<file path="src/rtl/fw_pkg.sv">
package fw_pkg;
  parameter int FlitW    = 32;
  parameter int BlkWords = 4;
  localparam int BlkW  = FlitW * BlkWords;
  localparam int HalfW = BlkW / 2;
  localparam int IdxW  = $clog2(BlkWords);

  // strobes from a direction's control to its datapath
  typedef struct packed {
    logic            takeIn;   // input flit into output register
    logic            bufWr;    // input flit into block buffer
    logic            bufZero;  // pad word into block buffer
    logic            bufCap;   // engine result into block buffer
    logic            emit;     // block buffer word into output register
    logic [IdxW-1:0] idx;      // buffer word or load phase
  } dpStrobe_t;

  typedef struct packed {
    logic             load;
    logic             start;
    logic [HalfW-1:0] word;
  } engReq_t;
endpackage

</file>
<file path="src/rtl/fw_cipher_engine.sv">
module fw_cipher_engine
  import fw_pkg::*;
#(
  parameter int Latency = 13
) (
  input  logic            clk,
  input  logic            rstN,
  input  engReq_t         req,
  output logic            done,
  output logic [BlkW-1:0] result
);
  localparam int TmrW = $clog2(Latency + 1);

  logic [BlkW-1:0] keyReg, dataReg;
  logic [1:0]      loadCnt;
  logic [TmrW-1:0] timer;

  always_ff @(posedge clk or negedge rstN) begin
    if (!rstN) begin
      keyReg  <= '0;
      dataReg <= '0;
      loadCnt <= '0;
      timer   <= '0;
    end else if (req.start) begin
      loadCnt <= '0;
      timer   <= TmrW'(Latency);
    end else begin
      if (timer != '0) timer <= timer - 1'b1;
      if (req.load) begin
        loadCnt <= loadCnt + 1'b1;
        case (loadCnt)
          2'd0:    keyReg[BlkW-1:HalfW]  <= req.word;
          2'd1:    keyReg[HalfW-1:0]     <= req.word;
          2'd2:    dataReg[BlkW-1:HalfW] <= req.word;
          default: dataReg[HalfW-1:0]    <= req.word;
        endcase
      end
    end
  end

  assign done   = (timer == TmrW'(1));
  assign result = dataReg ^ keyReg;

  // independent cycle count since the last start
  logic [TmrW:0] sinceStart;
  always_ff @(posedge clk or negedge rstN) begin
    if (!rstN) sinceStart <= '0;
    else if (req.start) sinceStart <= (TmrW+1)'(1);
    else if (sinceStart != '0 && sinceStart <= (TmrW+1)'(Latency))
      sinceStart <= sinceStart + 1'b1;
  end


  done_latency_chk: assert property (@(posedge clk) disable iff (!rstN)
    done |-> sinceStart == (TmrW+1)'(Latency));

  start_after_load_chk: assert property (@(posedge clk) disable iff (!rstN)
    req.start |-> $past(req.load));
endmodule

</file>
<file path="src/rtl/fw_arbiter.sv">
module fw_arbiter (
  input  logic       clk,
  input  logic       rstN,
  input  logic [1:0] req,
  output logic [1:0] gnt
);
  logic [1:0] owner;
  logic       lastSel, free, fire, pick;

  // engine is free when nobody owns it or the owner has let go
  assign free = (owner & req) == 2'b00;

  always_comb begin
    fire = free && (req != 2'b00);
    if (req == 2'b11) pick = ~lastSel;
    else              pick = req[1];
  end

  always_ff @(posedge clk or negedge rstN) begin
    if (!rstN) begin
      owner   <= 2'b00;
      lastSel <= 1'b1;
    end else if (free) begin
      owner <= fire ? (pick ? 2'b10 : 2'b01) : 2'b00;
      if (fire) lastSel <= pick;
    end
  end

  assign gnt = owner;


  grant_onehot_chk: assert property (@(posedge clk) disable iff (!rstN)
    $onehot0(gnt));

  handover_in_chk: assert property (@(posedge clk) disable iff (!rstN)
    (gnt[0] && !req[0] && req[1]) |=> gnt[1]);

  handover_out_chk: assert property (@(posedge clk) disable iff (!rstN)
    (gnt[1] && !req[1] && req[0]) |=> gnt[0]);
endmodule

</file>
<file path="src/rtl/fw_dir_ctrl.sv">
module fw_dir_ctrl
  import fw_pkg::*;
#(
  parameter bit Outbound = 1'b1,
  parameter int SizeW    = 16
) (
  input  logic             clk,
  input  logic             rstN,
  input  logic             inValid,
  input  logic             hdrFlag,
  input  logic [SizeW-1:0] sizeField,
  output logic             inReady,
  input  logic             outValid,
  input  logic             outReady,
  input  logic             gnt,
  input  logic             engDone,
  output logic             engReqOn,
  output logic             engLoad,
  output logic             engStart,
  output dpStrobe_t        st
);
  typedef enum logic [3:0] {
    S_HDR, S_SIZE, S_PLAIN, S_GATH, S_REQ, S_LOAD, S_START, S_WAIT, S_EMIT
  } state_t;

  localparam logic [IdxW:0]   BlkCnt  = (IdxW+1)'(BlkWords);
  localparam logic [IdxW-1:0] LastIdx = IdxW'(BlkWords - 1);

  state_t          state, nextState;
  logic            secure;
  logic [SizeW-1:0] rem;
  logic [IdxW-1:0] idx;
  logic [IdxW:0]   idxExt, blkReal, gatherN, emitN;
  logic            outFree, advance, lastEmit, take;

  assign outFree  = !outValid || outReady;
  assign idxExt   = {1'b0, idx};
  assign blkReal  = (rem >= SizeW'(BlkWords)) ? BlkCnt : rem[IdxW:0];
  assign gatherN  = Outbound ? blkReal : BlkCnt;
  assign emitN    = Outbound ? BlkCnt : blkReal;
  assign lastEmit = (idxExt + 1'b1) == emitN;
  assign take     = inValid && outFree;

  always_comb begin
    st        = '0;
    inReady   = 1'b0;
    engReqOn  = 1'b0;
    engLoad   = 1'b0;
    engStart  = 1'b0;
    advance   = 1'b0;
    nextState = state;
    case (state)
      S_HDR: begin
        inReady = outFree;
        if (take) begin
          st.takeIn = 1'b1;
          nextState = S_SIZE;
        end
      end
      S_SIZE: begin
        inReady = outFree;
        if (take) begin
          st.takeIn = 1'b1;
          if (sizeField == '0) nextState = S_HDR;
          else if (secure)     nextState = S_GATH;
          else                 nextState = S_PLAIN;
        end
      end
      S_PLAIN: begin
        inReady = outFree;
        if (take) begin
          st.takeIn = 1'b1;
          if (rem == SizeW'(1)) nextState = S_HDR;
        end
      end
      S_GATH: begin
        st.idx = idx;
        if (idxExt < gatherN) begin
          inReady = 1'b1;
          if (inValid) begin
            st.bufWr = 1'b1;
            advance  = 1'b1;
          end
        end else begin
          st.bufZero = 1'b1;
          advance    = 1'b1;
        end
        if (advance && idx == LastIdx) nextState = S_REQ;
      end
      S_REQ: begin
        engReqOn = 1'b1;
        if (gnt) nextState = S_LOAD;
      end
      S_LOAD: begin
        engReqOn = 1'b1;
        engLoad  = 1'b1;
        st.idx   = idx;
        if (idx == LastIdx) nextState = S_START;
      end
      S_START: begin
        engReqOn  = 1'b1;
        engStart  = 1'b1;
        nextState = S_WAIT;
      end
      S_WAIT: begin
        engReqOn = 1'b1;
        if (engDone) begin
          st.bufCap = 1'b1;
          nextState = S_EMIT;
        end
      end
      S_EMIT: begin
        st.idx = idx;
        if (outFree) begin
          st.emit = 1'b1;
          if (lastEmit)
            nextState = (rem == SizeW'(blkReal)) ? S_HDR : S_GATH;
        end
      end
      default: nextState = S_HDR;
    endcase
  end

  always_ff @(posedge clk or negedge rstN) begin
    if (!rstN) begin
      state  <= S_HDR;
      secure <= 1'b0;
      rem    <= '0;
      idx    <= '0;
    end else begin
      state <= nextState;
      case (state)
        S_HDR:   if (take) secure <= hdrFlag;
        S_SIZE:  if (take) rem <= sizeField;
        S_PLAIN: if (take) rem <= rem - 1'b1;
        S_GATH:  if (advance) idx <= idx + 1'b1;
        S_LOAD:  idx <= idx + 1'b1;
        S_EMIT: begin
          if (outFree) begin
            if (lastEmit) begin
              idx <= '0;
              rem <= rem - SizeW'(blkReal);
            end else begin
              idx <= idx + 1'b1;
            end
          end
        end
        default: ;
      endcase
    end
  end


  eng_grant_chk: assert property (@(posedge clk) disable iff (!rstN)
    (engLoad || engStart) |-> gnt);
endmodule

</file>
<file path="src/rtl/fw_dir_dpath.sv">
module fw_dir_dpath
  import fw_pkg::*;
(
  input  logic             clk,
  input  logic             rstN,
  input  dpStrobe_t        st,
  input  logic [FlitW-1:0] inData,
  input  logic [BlkW-1:0]  key,
  input  logic [BlkW-1:0]  engResult,
  input  logic             outReady,
  output logic             outValid,
  output logic [FlitW-1:0] outData,
  output logic [HalfW-1:0] engWord
);
  logic [FlitW-1:0] blkBuf [BlkWords];
  logic [BlkW-1:0]  blkFlat;

  always_ff @(posedge clk or negedge rstN) begin
    if (!rstN) begin
      outValid <= 1'b0;
      outData  <= '0;
      for (int i = 0; i < BlkWords; i++) blkBuf[i] <= '0;
    end else begin
      if (st.takeIn) begin
        outData  <= inData;
        outValid <= 1'b1;
      end else if (st.emit) begin
        outData  <= blkBuf[st.idx];
        outValid <= 1'b1;
      end else if (outReady) begin
        outValid <= 1'b0;
      end
      if (st.bufWr) blkBuf[st.idx] <= inData;
      else if (st.bufZero) blkBuf[st.idx] <= '0;
      else if (st.bufCap)
        for (int i = 0; i < BlkWords; i++)
          blkBuf[i] <= engResult[BlkW-1-i*FlitW -: FlitW];
    end
  end

  always_comb begin
    for (int i = 0; i < BlkWords; i++)
      blkFlat[BlkW-1-i*FlitW -: FlitW] = blkBuf[i];
  end

  // load phases: key high, key low, block high, block low
  always_comb begin
    case (st.idx)
      IdxW'(0): engWord = key[BlkW-1:HalfW];
      IdxW'(1): engWord = key[HalfW-1:0];
      IdxW'(2): engWord = blkFlat[BlkW-1:HalfW];
      default:  engWord = blkFlat[HalfW-1:0];
    endcase
  end


  out_hold_chk: assert property (@(posedge clk) disable iff (!rstN)
    (outValid && !outReady) |=> (outValid && $stable(outData)));
endmodule

</file>
<file path="src/rtl/fw_firewall.sv">
module fw_firewall
  import fw_pkg::*;
#(
  parameter int SecureBit = 31,
  parameter int SizeW     = 16,
  parameter int CipherLat = 13
) (
  input  logic         clk,
  input  logic         rstN,
  input  logic [127:0] appKey,
  input  logic [31:0]  niTxData,
  input  logic         niTxValid,
  output logic         niTxReady,
  output logic [31:0]  rtTxData,
  output logic         rtTxValid,
  input  logic         rtTxReady,
  input  logic [31:0]  rtRxData,
  input  logic         rtRxValid,
  output logic         rtRxReady,
  output logic [31:0]  niRxData,
  output logic         niRxValid,
  input  logic         niRxReady
);
  localparam int NumDir = 2;  // 0: outbound, 1: inbound

  logic [NumDir-1:0] inValidV, inReadyV, outValidV, outReadyV;
  logic [NumDir-1:0] reqV, gntV, loadV, startV, doneV;
  logic [FlitW-1:0]  inDataV  [NumDir];
  logic [FlitW-1:0]  outDataV [NumDir];
  logic [HalfW-1:0]  wordV    [NumDir];
  dpStrobe_t         stV      [NumDir];
  engReq_t           engReq;
  logic              engDone;
  logic [BlkW-1:0]   engResult;

  assign inValidV   = {rtRxValid, niTxValid};
  assign outReadyV  = {niRxReady, rtTxReady};
  assign inDataV[0] = niTxData;
  assign inDataV[1] = rtRxData;
  assign niTxReady  = inReadyV[0];
  assign rtRxReady  = inReadyV[1];
  assign rtTxValid  = outValidV[0];
  assign rtTxData   = outDataV[0];
  assign niRxValid  = outValidV[1];
  assign niRxData   = outDataV[1];

  for (genvar d = 0; d < NumDir; d++) begin : g_dir
    fw_dir_ctrl #(.Outbound(d == 0), .SizeW(SizeW)) u_ctrl (
      .clk      (clk),
      .rstN     (rstN),
      .inValid  (inValidV[d]),
      .hdrFlag  (inDataV[d][SecureBit]),
      .sizeField(inDataV[d][SizeW-1:0]),
      .inReady  (inReadyV[d]),
      .outValid (outValidV[d]),
      .outReady (outReadyV[d]),
      .gnt      (gntV[d]),
      .engDone  (doneV[d]),
      .engReqOn (reqV[d]),
      .engLoad  (loadV[d]),
      .engStart (startV[d]),
      .st       (stV[d])
    );
    fw_dir_dpath u_dpath (
      .clk      (clk),
      .rstN     (rstN),
      .st       (stV[d]),
      .inData   (inDataV[d]),
      .key      (appKey),
      .engResult(engResult),
      .outReady (outReadyV[d]),
      .outValid (outValidV[d]),
      .outData  (outDataV[d]),
      .engWord  (wordV[d])
    );
    assign doneV[d] = engDone && gntV[d];
  end

  fw_arbiter u_arb (
    .clk (clk),
    .rstN(rstN),
    .req (reqV),
    .gnt (gntV)
  );

  always_comb begin
    engReq = '0;
    for (int d = 0; d < NumDir; d++) begin
      if (gntV[d]) begin
        engReq.load  = loadV[d];
        engReq.start = startV[d];
        engReq.word  = wordV[d];
      end
    end
  end

  fw_cipher_engine #(.Latency(CipherLat)) u_eng (
    .clk   (clk),
    .rstN  (rstN),
    .req   (engReq),
    .done  (engDone),
    .result(engResult)
  );
endmodule

</file>
<file path="config.mk">
export PLATFORM = sky130hd
export DESIGN_NAME = fw_firewall
export DESIGN_NICKNAME = d
export VERILOG_FILES = /design/src/rtl/fw_pkg.sv /design/src/rtl/fw_cipher_engine.sv /design/src/rtl/fw_arbiter.sv /design/src/rtl/fw_dir_ctrl.sv /design/src/rtl/fw_dir_dpath.sv /design/src/rtl/fw_firewall.sv
export SDC_FILE = /design/constraint.sdc
export NUM_CORES = 2
export LEC_CHECK = 0
export BUFFER_PORTS_ARGS = -buffer_cell sky130_fd_sc_hd__buf_2
export CORE_ASPECT_RATIO = 0.7
export CORE_UTILIZATION = 38
export CTS_CLUSTER_DIAMETER = 80
export CTS_CLUSTER_SIZE = 16
export DETAILED_ROUTE_END_ITERATION = 12
export PLACE_DENSITY_LB_ADDON = 0.05
export SETUP_SLACK_MARGIN = 0.02
export SLEW_MARGIN = 20
export SYNTH_ARGS = -nofsm -noshare
export SYNTH_HDL_FRONTEND = slang
export SYNTH_SLANG_ARGS = --single-unit
</file>
<file path="constraint.sdc">
create_clock -name clk -period 6.74 [get_ports clk]
set_input_delay 1.348 -clock clk [delete_from_list [all_inputs] [get_ports clk]]
set_output_delay 1.348 -clock clk [all_outputs]
set_load 0.005 [all_outputs]
</file>
==> metrics.md <==
| Metric | Value |
|---|---|
| Async SR Flop Fraction | 1.00 |
| Depth of the CTS H-tree | 2 |
| CTS-repair resized insts | 0 |
| Number of synthesized flops with an enable pin | 0 |
| CTS Root Cell | clkbuf_16 |
| Static Leakage | 16.9 nW |
| Crit Path Class | reg -> out |
| Crit-path max FO | 6 |
| Top Metal Used | met5 |
| Ys Warns | 0 |
| Setup violators final | 0 |
| Critical Path, Cell by Cell | nor4_2, and3_1, and2_1, nand2_1, ha_1, a21o_1, nand3_1, nor2_1, a2111oi_0, buf_2 |
| Reg2reg start | g_dir[0].u_ctrl.rem[10] |
| GRT Overall Usage | 0.362 |
| Drt total wl | 179000 um |
| Max Cap Viol | 0 |
| Fillers | 9375 |
| Final Skew | 0.0180 ns |
| Met3 wire len | around 25000 um |
| CTS tree | built |
| Largest net degree at the start of global routing | 162 |
| Hold Crit Endpoint | g_dir[1].u_dpath.blkBuf[26] |
| Wire per inst | 34.7 um |
| Area of the mapped netlist | between 30000 and 40000 sq um |
| Post-Layout Cell Count | 5156 |
| Total Neg Setup Slack | 0 ns |
| Post-CTS Hold Buffers | 0 |
| HP Class | reg -> reg |
| Synth area leaders | dfrtp_1, mux2_2, nand2_1, a221o_1, a21oi_1 |
| Area occupied by registers | 15900 sq um |
| Post-CTS Setup Bufs | 0 |
| Detailed Route Iter0 Violations | 4846 |
| Post-layout util | 0.427 |
| Final slew viol count | 0 |
| First-pass GRT wire length | between 200000 and 250000 um |
| Required time worst endpoint | 5.39 ns |
| Vias in the first global route | 30600 |
| Fin nets | between 4000 and 5000 |
| HPWL after DPL | 122000 um |
| Worst VDD drop | 270 uV |
| # IOs | 266 |
| Reg-to-reg endpoint | g_dir[0].u_dpath.blkBuf[121] |
| WP data arrival | between 3 and 4 ns |
| Crit share post-route | 0.779 |
| Final count of hold timing violations | 0 |
| Layout area overhead | 10.8% |
| Clk buf depth | 3 |
| Initial antenna violation count | 16 |
| M1 wire length | 80600 um |
| Hold Path Origin | g_dir[1].u_dpath.blkBuf[26] |
| Die Wd | 372 um |
| Initial Util | 0.385 |
| Sequential fraction of the synthesis area | 0.436 |
| Post-layout total power | 20.4 mW |
| Setup repair after global routing missed its margin | false |
| Drt first pass iters | 6 |
| Drt drc | 0 |
| Post-Synthesis Cells | approximately 3800 |
| Die height | 261 um |
| Detailed-route via count | 33800 |
| Reg2reg path depth | 11 |
| Placer Congestion | ~0.9 |
| Predominant post-synthesis flop cell | dfrtp_1 |
| Share of layout cells above drive strength 1 | 0.202 |
| Hold Path Stages | 2 |
| CTS Buf Count | 47 |
| Row count | 94 |
| Fmax | 191 MHz |
| Number of port buffers | 265 |
| CP max stage cell | a2111oi_0 |
| Via density | 6.56 |
| Worst skew pair latency | 0.65 ns |
| Worst-Margin Slew | around 1.3 ns |
| Cell taking the most area after synthesis | dfrtp_1 |
| Headroom to the max-slew limit | 0.113 |
| Multi-input gate area | about 19000 sq um |
| Post-DRT Antenna Nets | 0 |
| Core area | 94300 sq um |
| Status | finished clean |
| Crit. End Element | output pin |
| Synth unique cells | between 80 and 90 |
| TritonCTS Sinks | 633 |
| DR WL met2 | 69000 um |
| Largest stage delay, worst path | 0.56 ns |
| Synthesized area per cell | 9.49 sq um |
| GR Overflow Total | 0 |
| Die ar. | 96900 sq um |
| FF-to-FF setup slack | between 2 and 2.5 ns |
| Share of the synthesized area in the top cell type | 0.435 |
| PwrDens | 507 nW/um^2 |
| Cells after DPL | 5087 |
| Clock-pin transition on the worst setup and hold timing paths | 0.07 ns |
| Nature of the critical path startpoint | register |
| Number of synthesized register bits | 633 |
| Final min period | 5.25 ns |
cell usage in the layout, fill, tap and decap left out, drive strengths merged, types with 76 or more instances in the layout:
master and n:
dfrtp 632, nand2 403, buf 361, nor2 310, o21ai 255, a21oi 253
mux2 240, a221o 143, xnor2 119, mux2i 109, o211ai 89, o221ai 76
layout make-up:
type                    count  share of cell area
flip-flops and latches    633               0.394
repair buffers            361              0.0526
well taps                1248              0.0388
multi-input cells        2799               0.477
inverters                  46             0.00432
diodes                      7            0.000435
clock inverters             6             0.00196
clock buffers              56              0.0311
registers in the layout, summed over array words and instances, names as in the netlist, 4 cells and up:
name and cells:
g_dir.u_ctrl.idx 4, u_eng.dataReg 128, g_dir.u_dpath.blkBuf 256, g_dir.u_dpath.outData 64, u_eng.keyReg 128, g_dir.u_ctrl.rem 32, u_eng.timer 4, g_dir.u_ctrl.state 8
critical path: cells and delay by family, from the launching register on:
kind | cells | cell delay, ns
simple gates | 6 | 1.58
compound gates | 2 | 0.78
flops | 1 | 0.42
fa+ha+maj | 1 | 0.28
buf+inv | 1 | 0.22
synthesized netlist by cell type, drive strengths merged, types with 8 or more instances:
cell     count
a211oi      40
nand3       46
a211o       53
a22oi       21
a32oi       13
o21ai      255
mux2i      109
and3         8
o22ai       57
o221ai      76
inv         45
dfrtp      632
a21oi      253
xnor2      119
a21o         8
o21a        17
a221o      143
nand2b      18
o211ai      89
mux2       240
clkbuf     263
o21bai       8
a31oi       38
nand4       13
o2bb2ai      9
buf         91
a22o        40
o31ai       12
or2         57
nor3        68
xor2        28
ha          18
a221oi      51
nand2      403
nor2       310
a311o       32
nor4        19
a222oi      15
and2        19
a311oi       8
through the flow:
stage                     setup slack (ns)  cell area, sq um  hold WS [ns]
final                                 1.49             40300         0.482
after global placement                2.19             38900         0.464
after CTS                             1.42             40200         0.485
after floorplan                       2.87             36300         0.446
after detailed placement              2.12             38900         0.467
after global routing                  1.20             40300         0.501
report_power, final:
group	total [mW]	switching, mW	internal (mW)
Sequential	7.35	1.92	5.43
Clock	2.89	1.53	1.35
Combinational	10.2	6.57	3.61
kinds of logic (layout without fill, tap and decap cells):
logic type	after synthesis	count (layout)	synth area share
mux	349	349	0.104
flops	633	633	0.436
buf+inv	400	469	0.0441
xor+xnor	147	147	0.0354
compound gates	1282	1282	0.251
simple gates	1001	1001	0.123
fa+ha+maj	18	18	0.00620
other cells	1	9	0.000103
metal layers:
metal  vias up  GRT usage
met2      2056      0.468
met5         -          0
met3       238      0.142
met4        10     0.0887
met1     17100      0.549
li1      14400          -
how the worst max path moves through the flow:
stage	start	endpoint	slack, ns	cells past startpoint
4_1_cts	g_dir[0].u_ctrl.rem[10]	niTxReady	1.42	10
3_3_place_gp	g_dir[0].u_ctrl.rem[10]	niTxReady	2.19	10
6_report	g_dir[0].u_ctrl.rem[10]	niTxReady	1.49	10
3_5_place_dp	g_dir[0].u_ctrl.rem[10]	niTxReady	2.12	10
5_1_grt	g_dir[0].u_ctrl.rem[10]	niTxReady	1.20	10
2_1_floorplan	g_dir[0].u_ctrl.rem[7]	niTxReady	2.87	10
(Power assumes the default switching activity.)
